**src/rtl/hafp_pkg.sv**
```systemverilog
package hafp_pkg;
  localparam int unsigned BYTE_W = 8;

  typedef struct packed {
    logic              vld;
    logic              sof;
    logic              eof;
    logic              drop;   // single-byte frame verdict, fixed on entry
    logic [BYTE_W-1:0] data;
  } slot_t;
endpackage

```
**src/rtl/hafp_addr_cmp.sv**
```systemverilog
module hafp_addr_cmp
  import hafp_pkg::*;
#(
  parameter int unsigned CMP_BITS = 6,
  parameter bit          BCAST_EN = 1'b0
) (
  input  logic [BYTE_W-1:0] byte_i,
  input  logic [BYTE_W-1:0] cfg_i,
  output logic              match_o
);
  localparam int unsigned LSB = BYTE_W - CMP_BITS;

  logic eq, bcast;

  assign eq = (byte_i[BYTE_W-1:LSB] == cfg_i[BYTE_W-1:LSB]);

  generate
    if (BCAST_EN) begin : g_bcast
      assign bcast = &byte_i[BYTE_W-1:LSB];
    end else begin : g_no_bcast
      assign bcast = 1'b0;
    end
  endgenerate

  assign match_o = ~cfg_i[0] | eq | bcast;
endmodule

```
**src/rtl/hafp_hold_line.sv**
```systemverilog
module hafp_hold_line
  import hafp_pkg::*;
#(
  parameter int unsigned DEPTH = 2
) (
  input  logic  clk_i,
  input  logic  rst_ni,
  input  logic  shift_i,
  input  slot_t slot_i,
  output slot_t tail_o,
  output logic  eof_held_o
);
  slot_t q [DEPTH];

  always_ff @(posedge clk_i or negedge rst_ni) begin
    if (!rst_ni)      q[0] <= '0;
    else if (shift_i) q[0] <= slot_i;
  end

  generate
    for (genvar i = 1; i < DEPTH; i++) begin : g_stage
      always_ff @(posedge clk_i or negedge rst_ni) begin
        if (!rst_ni)      q[i] <= '0;
        else if (shift_i) q[i] <= q[i-1];
      end
    end
  endgenerate

  always_comb begin
    eof_held_o = 1'b0;
    for (int i = 0; i < DEPTH; i++) eof_held_o = eof_held_o | (q[i].vld & q[i].eof);
  end

  assign tail_o = q[DEPTH-1];
endmodule

```
**src/rtl/hdlc_addr_filter.sv**
```systemverilog
module hdlc_addr_filter
  import hafp_pkg::*;
#(
  parameter int unsigned A1_BITS = 6,
  parameter int unsigned A2_BITS = 7
) (
  input  logic              clk_i,
  input  logic              rst_ni,
  input  logic              in_valid_i,
  input  logic [BYTE_W-1:0] in_byte_i,
  input  logic              in_sof_i,
  input  logic              in_eof_i,
  input  logic              recog_en_i,
  input  logic [BYTE_W-1:0] addr1_cfg_i,
  input  logic [BYTE_W-1:0] addr2_cfg_i,
  output logic              out_valid_o,
  output logic [BYTE_W-1:0] out_byte_o,
  output logic              out_sof_o,
  output logic              out_eof_o,
  output logic              wr_en_o
);
  localparam int unsigned HOLD = 2;  // two address bytes

  logic [BYTE_W-1:0] cfg2_q;
  logic              recog_q, m1_q, await2_q, acc_q;
  logic              m1, m2, acc_now, byte2_now, shift, eof_held, tail_wr;
  slot_t             in_slot, tail;

  hafp_addr_cmp #(.CMP_BITS(A1_BITS), .BCAST_EN(1'b0)) u_cmp1 (
    .byte_i (in_byte_i),
    .cfg_i  (addr1_cfg_i),
    .match_o(m1)
  );

  hafp_addr_cmp #(.CMP_BITS(A2_BITS), .BCAST_EN(1'b1)) u_cmp2 (
    .byte_i (in_byte_i),
    .cfg_i  (cfg2_q),
    .match_o(m2)
  );

  assign byte2_now = in_valid_i & await2_q;
  assign acc_now   = ~recog_q | (m1_q & m2);
  assign shift     = in_valid_i | eof_held;

  always_comb begin
    in_slot      = '0;
    in_slot.vld  = in_valid_i;
    in_slot.sof  = in_sof_i;
    in_slot.eof  = in_eof_i;
    in_slot.data = in_byte_i;
    in_slot.drop = in_sof_i & in_eof_i & recog_en_i & (addr1_cfg_i[0] | addr2_cfg_i[0]);
  end

  hafp_hold_line #(.DEPTH(HOLD)) u_hold (
    .clk_i     (clk_i),
    .rst_ni    (rst_ni),
    .shift_i   (shift),
    .slot_i    (in_slot),
    .tail_o    (tail),
    .eof_held_o(eof_held)
  );

  // Frame context, captured on the start byte
  always_ff @(posedge clk_i or negedge rst_ni) begin
    if (!rst_ni) begin
      cfg2_q   <= '0;
      recog_q  <= 1'b0;
      m1_q     <= 1'b1;
      await2_q <= 1'b0;
      acc_q    <= 1'b1;
    end else if (in_valid_i) begin
      if (in_sof_i) begin
        cfg2_q   <= addr2_cfg_i;
        recog_q  <= recog_en_i;
        m1_q     <= m1;
        await2_q <= ~in_eof_i;
      end else begin
        await2_q <= 1'b0;
      end
      if (byte2_now) acc_q <= acc_now;
    end
  end

  // A leaving first byte may meet its own decision in the same cycle
  always_comb begin
    if (tail.sof && tail.eof)      tail_wr = ~tail.drop;
    else if (byte2_now && tail.sof) tail_wr = acc_now;
    else                            tail_wr = acc_q;
  end

  always_ff @(posedge clk_i or negedge rst_ni) begin
    if (!rst_ni) begin
      out_valid_o <= 1'b0;
      out_byte_o  <= '0;
      out_sof_o   <= 1'b0;
      out_eof_o   <= 1'b0;
      wr_en_o     <= 1'b0;
    end else begin
      out_valid_o <= shift & tail.vld;
      out_byte_o  <= tail.data;
      out_sof_o   <= shift & tail.vld & tail.sof;
      out_eof_o   <= shift & tail.vld & tail.eof;
      wr_en_o     <= shift & tail.vld & tail_wr;
    end
  end
endmodule

```
**config.mk**
```make
export PLATFORM = sky130hd
export DESIGN_NAME = hdlc_addr_filter
export DESIGN_NICKNAME = d
export VERILOG_FILES = /design/src/rtl/hafp_pkg.sv /design/src/rtl/hafp_addr_cmp.sv /design/src/rtl/hafp_hold_line.sv /design/src/rtl/hdlc_addr_filter.sv
export SDC_FILE = /design/constraint.sdc
export NUM_CORES = 1
export LEC_CHECK = 0
export ABC_AREA = 0
export BUFFER_PORTS_ARGS = -buffer_cell sky130_fd_sc_hd__buf_2
export CAP_MARGIN = 30
export CELL_PAD_IN_SITES_DETAIL_PLACEMENT = 1
export CELL_PAD_IN_SITES_GLOBAL_PLACEMENT = 1
export CORE_ASPECT_RATIO = 0.7
export CORE_MARGIN = 1.5
export CORE_UTILIZATION = 35
export CTS_CLUSTER_SIZE = 30
export DETAILED_ROUTE_END_ITERATION = 7
export PLACE_DENSITY_LB_ADDON = 0.1
export SETUP_SLACK_MARGIN = 0.1
export SYNTH_ARGS = -nofsm -noshare
export SYNTH_HDL_FRONTEND = slang
export SYNTH_SLANG_ARGS = --single-unit
```
**constraint.sdc**
```tcl
create_clock -name clk_i -period 2 [get_ports clk_i]
set_input_delay 0.4 -clock clk_i [delete_from_list [all_inputs] [get_ports clk_i]]
set_output_delay 0.4 -clock clk_i [all_outputs]
set_load 0.005 [all_outputs]
```
Word-level counts from Yosys, hierarchy flattened:

Index checks and enable logic that the tools add are counted.

* bitwise gates (word level): 23
* eq/ne operators: 2
* reduce and logical (&&, ||, !) cells: 5
* mux-type cells: 3

Operators with widths (number)
* 1-bit bitwise AND: 11
* 7-bit == test: 1
* 1-bit OR: 7
* 7-bit AND reduction: 1
* 6-bit == test: 1
* 1-bit inverter: 5
* 2-bit AND reduction: 2
* 1-bit 2-to-1 mux: 3
* 1-bit logical AND: 2

* output and inout port bits: 12
* bits of input ports: 30
* word-level logic and storage cells: 53
* bits in registers: 48

Logic depth before layout (Yosys ltp):

* depth in word-level cells: 8
* depth in mapped cells: 5
* mapped depth without buffers: 4

Modules after synthesis:

A second synthesis with hierarchy kept.

* cell total of the unflattened synthesis: 136
* area, all modules: 2150.8 sq um

By module, submodules not included
* hafp_hold_line: instances 1, seq. area each 600.6 sq um, cells an instance 64, area an instance 1096.1 sq um
* hdlc_addr_filter: instances 1, seq. area each 603.1 sq um, cells an instance 52, area an instance 889.6 sq um
* hafp_addr_cmp at u_cmp2: instances 1, seq. area each 0.0 sq um, cells an instance 12, area an instance 93.8 sq um
* hafp_addr_cmp at u_cmp1: instances 1, seq. area each 0.0 sq um, cells an instance 8, area an instance 71.3 sq um

Worst setup path before layout:

Ideal clock, no wire load.

* kind: register -> register
* start point: reg u_hold.q, in the netlist u_hold.tail_o[9]
* end point: reg u_hold.q[12] (netlist name)
* period minus slack after synthesis: 1.462 ns
* slack: 0.538 ns
* setup time: 0.125 ns
* arrival: 1.337 ns
* path buffers: 1
* data required time: 1.875 ns
* stages on the path, launching flop included: 5
* path through: dfrtp_1 -> and2_4 -> a211oi_4 -> buf_6 -> mux2_2

* word-level cells in the longest chain between the ends: 3

RTL lines
* start: declaration: RTL line hafp_hold_line.sv:13 `slot_t q [DEPTH];`
* start signal: indexed assignment: RTL line hafp_hold_line.sv:24 `else if (shift_i) q[i] <= q[i-1];`
* 1-bit bitwise AND: RTL line hafp_hold_line.sv:31 `for (int i = 0; i < DEPTH; i++) eof_held_o = eof_held_o | (q[i].vld & q[i].eof);`
* 1-bit OR: RTL line hafp_hold_line.sv:31
* 1-bit OR: RTL line hdlc_addr_filter.sv:43 `assign shift = in_valid_i | eof_held;`

No other way between the ends.
A chain may end at the register's enable or synchronous reset.

Worst setup path after layout:

* start point: reg u_hold.q, in the netlist u_hold.tail_o[9]
* end point: reg u_hold.q, in the netlist u_hold.tail_o[0]

Same word-level chain as after synthesis.

==> flow_summary_export.csv <==
group,metric,value,unit
power_and_ir_drop,finalPower,2.31,mW
drt,viasPerCell,4.72,
power_and_ir_drop,peakVddDrop,0.000290,V
die,dieArea,5920,um2
yosys,synth_edf_count,0,
yosys,synth_top_family_by_area,"multiplexers",
yosys,syn-cell-area,1910,um2
clock_tree,cts_max_path_buffers,2,
drt,drtAntennaViolNets,0,
clock_tree,clk_pin_slew,0.09,ns
critical_path,cp-startpoint,"u_hold.tail_o[9]",
sta,finalHoldViolCount,0,
critical_path,worstSetupStartpointType,"flip-flop",
drt,post_drt_wl_per_cell,14.1,um
cells_and_area,fill_cells,566,
clock_tree,htreeDepth,2,
critical_path,worst_path_max_delay_cell,"dfrtp_1",
clock_tree,post_cts_buffers,0,
cells_and_area,layout-drive-gt1-share,45.9,%
yosys,async_flop_share,100,%
placement,placed_area,2190,um2
critical_path,path_depth,4,
global_routing,grt_antenna_before_repair,0,
yosys,synth_fa_ha_area_share,0,%
die,ios,42,
sta,period_minus_slack,1.58,ns
clock_tree,cts-buffers-inserted,5,
yosys,synth.distinct_cells,28,
yosys,synth_cells,134,
yosys,synth_fp_nets,164,
yosys,synthMuxAreaShare,17.1,%
sta,drv_slew,0,
critical_path,worstPathCellList,"and2_4, a211oi_4, buf_4, mux2_2",
placement,routabilityCongestion,0.672,
clock_tree,cts_root_buffer,"clkbuf_8",
yosys,seq_area_frac_synth,63.0,%
placement,numPortBuffers,40,
yosys,synth_compound_area_share,6.88,%
clock_tree,clock_latency,0.29,ns
global_routing,grt_max_degree,49,
critical_path,worstSetupEndpointType,"flip-flop",
sta,max_slew_margin,61.1,%
critical_path,r2r_slack,0.42,ns
sta,setup_slack,0.421,ns
drt,vias,1193,
drt,drtPass1Iterations,4,
sta,fin_tns_setup,0,ns
sta,finClkSkew,0.00589,ns
critical_path,rr_endpoint,"u_hold.tail_o[0]",
sta,rsz0062_at_grt,"no",
yosys,avgSynthCellArea,14.3,um2
placement,dp_hpwl,2690,um
power_and_ir_drop,power.density,1010,nW/um2
critical_path,cp-endpoint,"u_hold.tail_o[0]",
clock_tree,cts.sinks,48,
critical_path,crit_type,"reg -> reg",
cells_and_area,antenna_cells,0,
critical_path,critPathRequiredTime,2.18,ns
critical_path,critPathTopFamily,"flip-flops",
placement,pre_cts_ws,0.375,ns
clock_tree,cts_tree,"yes",
yosys,synth-simple-area-share,5.17,%
critical_path,r2r_start,"u_hold.tail_o[9]",
cells_and_area,fin_nets,210,
yosys,synth-warning-count,0,
yosys,synth_seq_cells,48,
die,die_y,64.8,um
cells_and_area,final_common_cell,"dfrtp_1",
sta,post-route-period-util,78.9,%
yosys,synth-xor-area-share,5.96,%
critical_path,cp_data_arrival_time,1.76,ns
global_routing,grt_pass1_vias,1298,
cells_and_area,final_cell_mix,"dfrtp_1 (46), buf_2 (40), mux2_2 (28), xor2_1 (8)",
die,coreArea,5260,um2
drt,drc_errors,0,
global_routing,grt.total_usage,13.7,%
sta,setup_violations,0,
critical_path,crit_buf_inv,1,
cells_and_area,fin_area,2290,um2
clock_tree,hold_buffers,0,
die,die_x,91.3,um
power_and_ir_drop,p_leak,1.01,nW
critical_path,reg2reg_depth,4,
critical_path,crit_fanout,22,
clock_tree,cts_resized,0,
drt,routed_wl,3570,um
drt,drt_iter0_markers,24,
worst_hold_path,hp-class,"in -> async",
run_status,outcome,"complete, no violations",
critical_path,max_stage_delay,0.44,ns
global_routing,grt_remaining_overflow,0,
die,start_util,36.3,%
yosys,synth-main-ff-cell,"dfrtp_1",
global_routing,grt_pass1_wl,6200,um
sta,clock.fmax,633,MHz
sta,worst_slew_pin_slew,0.584,ns
cells_and_area,area_growth,19.8,%
flow_run,cap_violations,0,
die,rows,22,
registers in the layout (all words and copies together) (netlist names), 8 cells and up:
name,count
cfg2_q,8
out_byte_o,8
u_hold.q,12
u_hold.tail_o,12
synth_stat cells (2+ instances only):
| cell type | n | area [um2] |
|---|---|---|
| a21oi_1 | 3 | 15.0 |
| buf_2 | 2 | 10.0 |
| nand3_1 | 3 | 15.0 |
| xor2_1 | 8 | 70.1 |
| nand2_1 | 7 | 26.3 |
| nand4_1 | 2 | 12.5 |
| dfstp_2 | 2 | 52.6 |
| xnor2_1 | 5 | 43.8 |
| buf_6 | 2 | 22.5 |
| nor2b_1 | 2 | 12.5 |
| dfrtp_1 | 46 | 1150 |
| mux2_2 | 28 | 315 |
| o21ai_0 | 7 | 35.0 |
| nor2_1 | 3 | 11.3 |
routing by layer:
| metal | vias up | wire (um) | GRT usage [%] |
|---|---|---|---|
| li1 | 559 | - | - |
| met1 | 604 | 1720 | 18.4 |
| met2 | 26 | 1670 | 22.5 |
| met3 | 4 | 149 | 3.52 |
| met4 | 0 | 25 | 2.93 |
| met5 | - | 0 | 0 |
kinds of logic after synthesis:
family / count (synthesis)
XOR/XNOR: 13
AND/OR/NAND/NOR: 20
multiplexers: 29
buffers and inverters: 5
flip-flops: 48
AO/OA/AOI/OAI: 19
how the worst min path moves through the flow:
stage,startpoint,to,slack (ns),depth (start not counted)
after floorplan,rst_ni,await2_q,0.10,0
after global placement,u_hold.tail_o[0],out_byte_o[0],0.36,0
after detailed placement,u_hold.tail_o[5],out_byte_o[5],0.36,0
after CTS,rst_ni,out_byte_o[3],0.21,2
after global routing,rst_ni,out_byte_o[3],0.23,2
final,rst_ni,out_byte_o[3],0.18,2
per-stage QoR:
step                utilization [%]  hold slack (ns)  instances
global placement               41.7            0.355        245
floorplan                         -            0.104        134
finish                         43.5            0.181        253
detailed placement             41.7            0.360        245
global route                   43.5            0.230        253
CTS                            43.5            0.207        253
power by group:
group | switching (mW) | total (mW) | internal [mW]
logic | 0.189 | 0.437 | 0.248
clock network | 0.312 | 0.591 | 0.280
registers | 0.106 | 1.29 | 1.18
total | 0.607 | 2.31 | 1.71
layout make-up:
class,instances,area (um2),share of cell area [%]
flip-flops and latches,48,1200,52.6
multi-input cells,81,671,29.3
repair buffers,43,223,9.73
well taps,72,90.1,3.94
clock buffers,6,82.6,3.61
clock inverters,2,15.0,0.656
inverters,1,3.75,0.164
No activity file was read; power rests on OpenSTA's default activity.
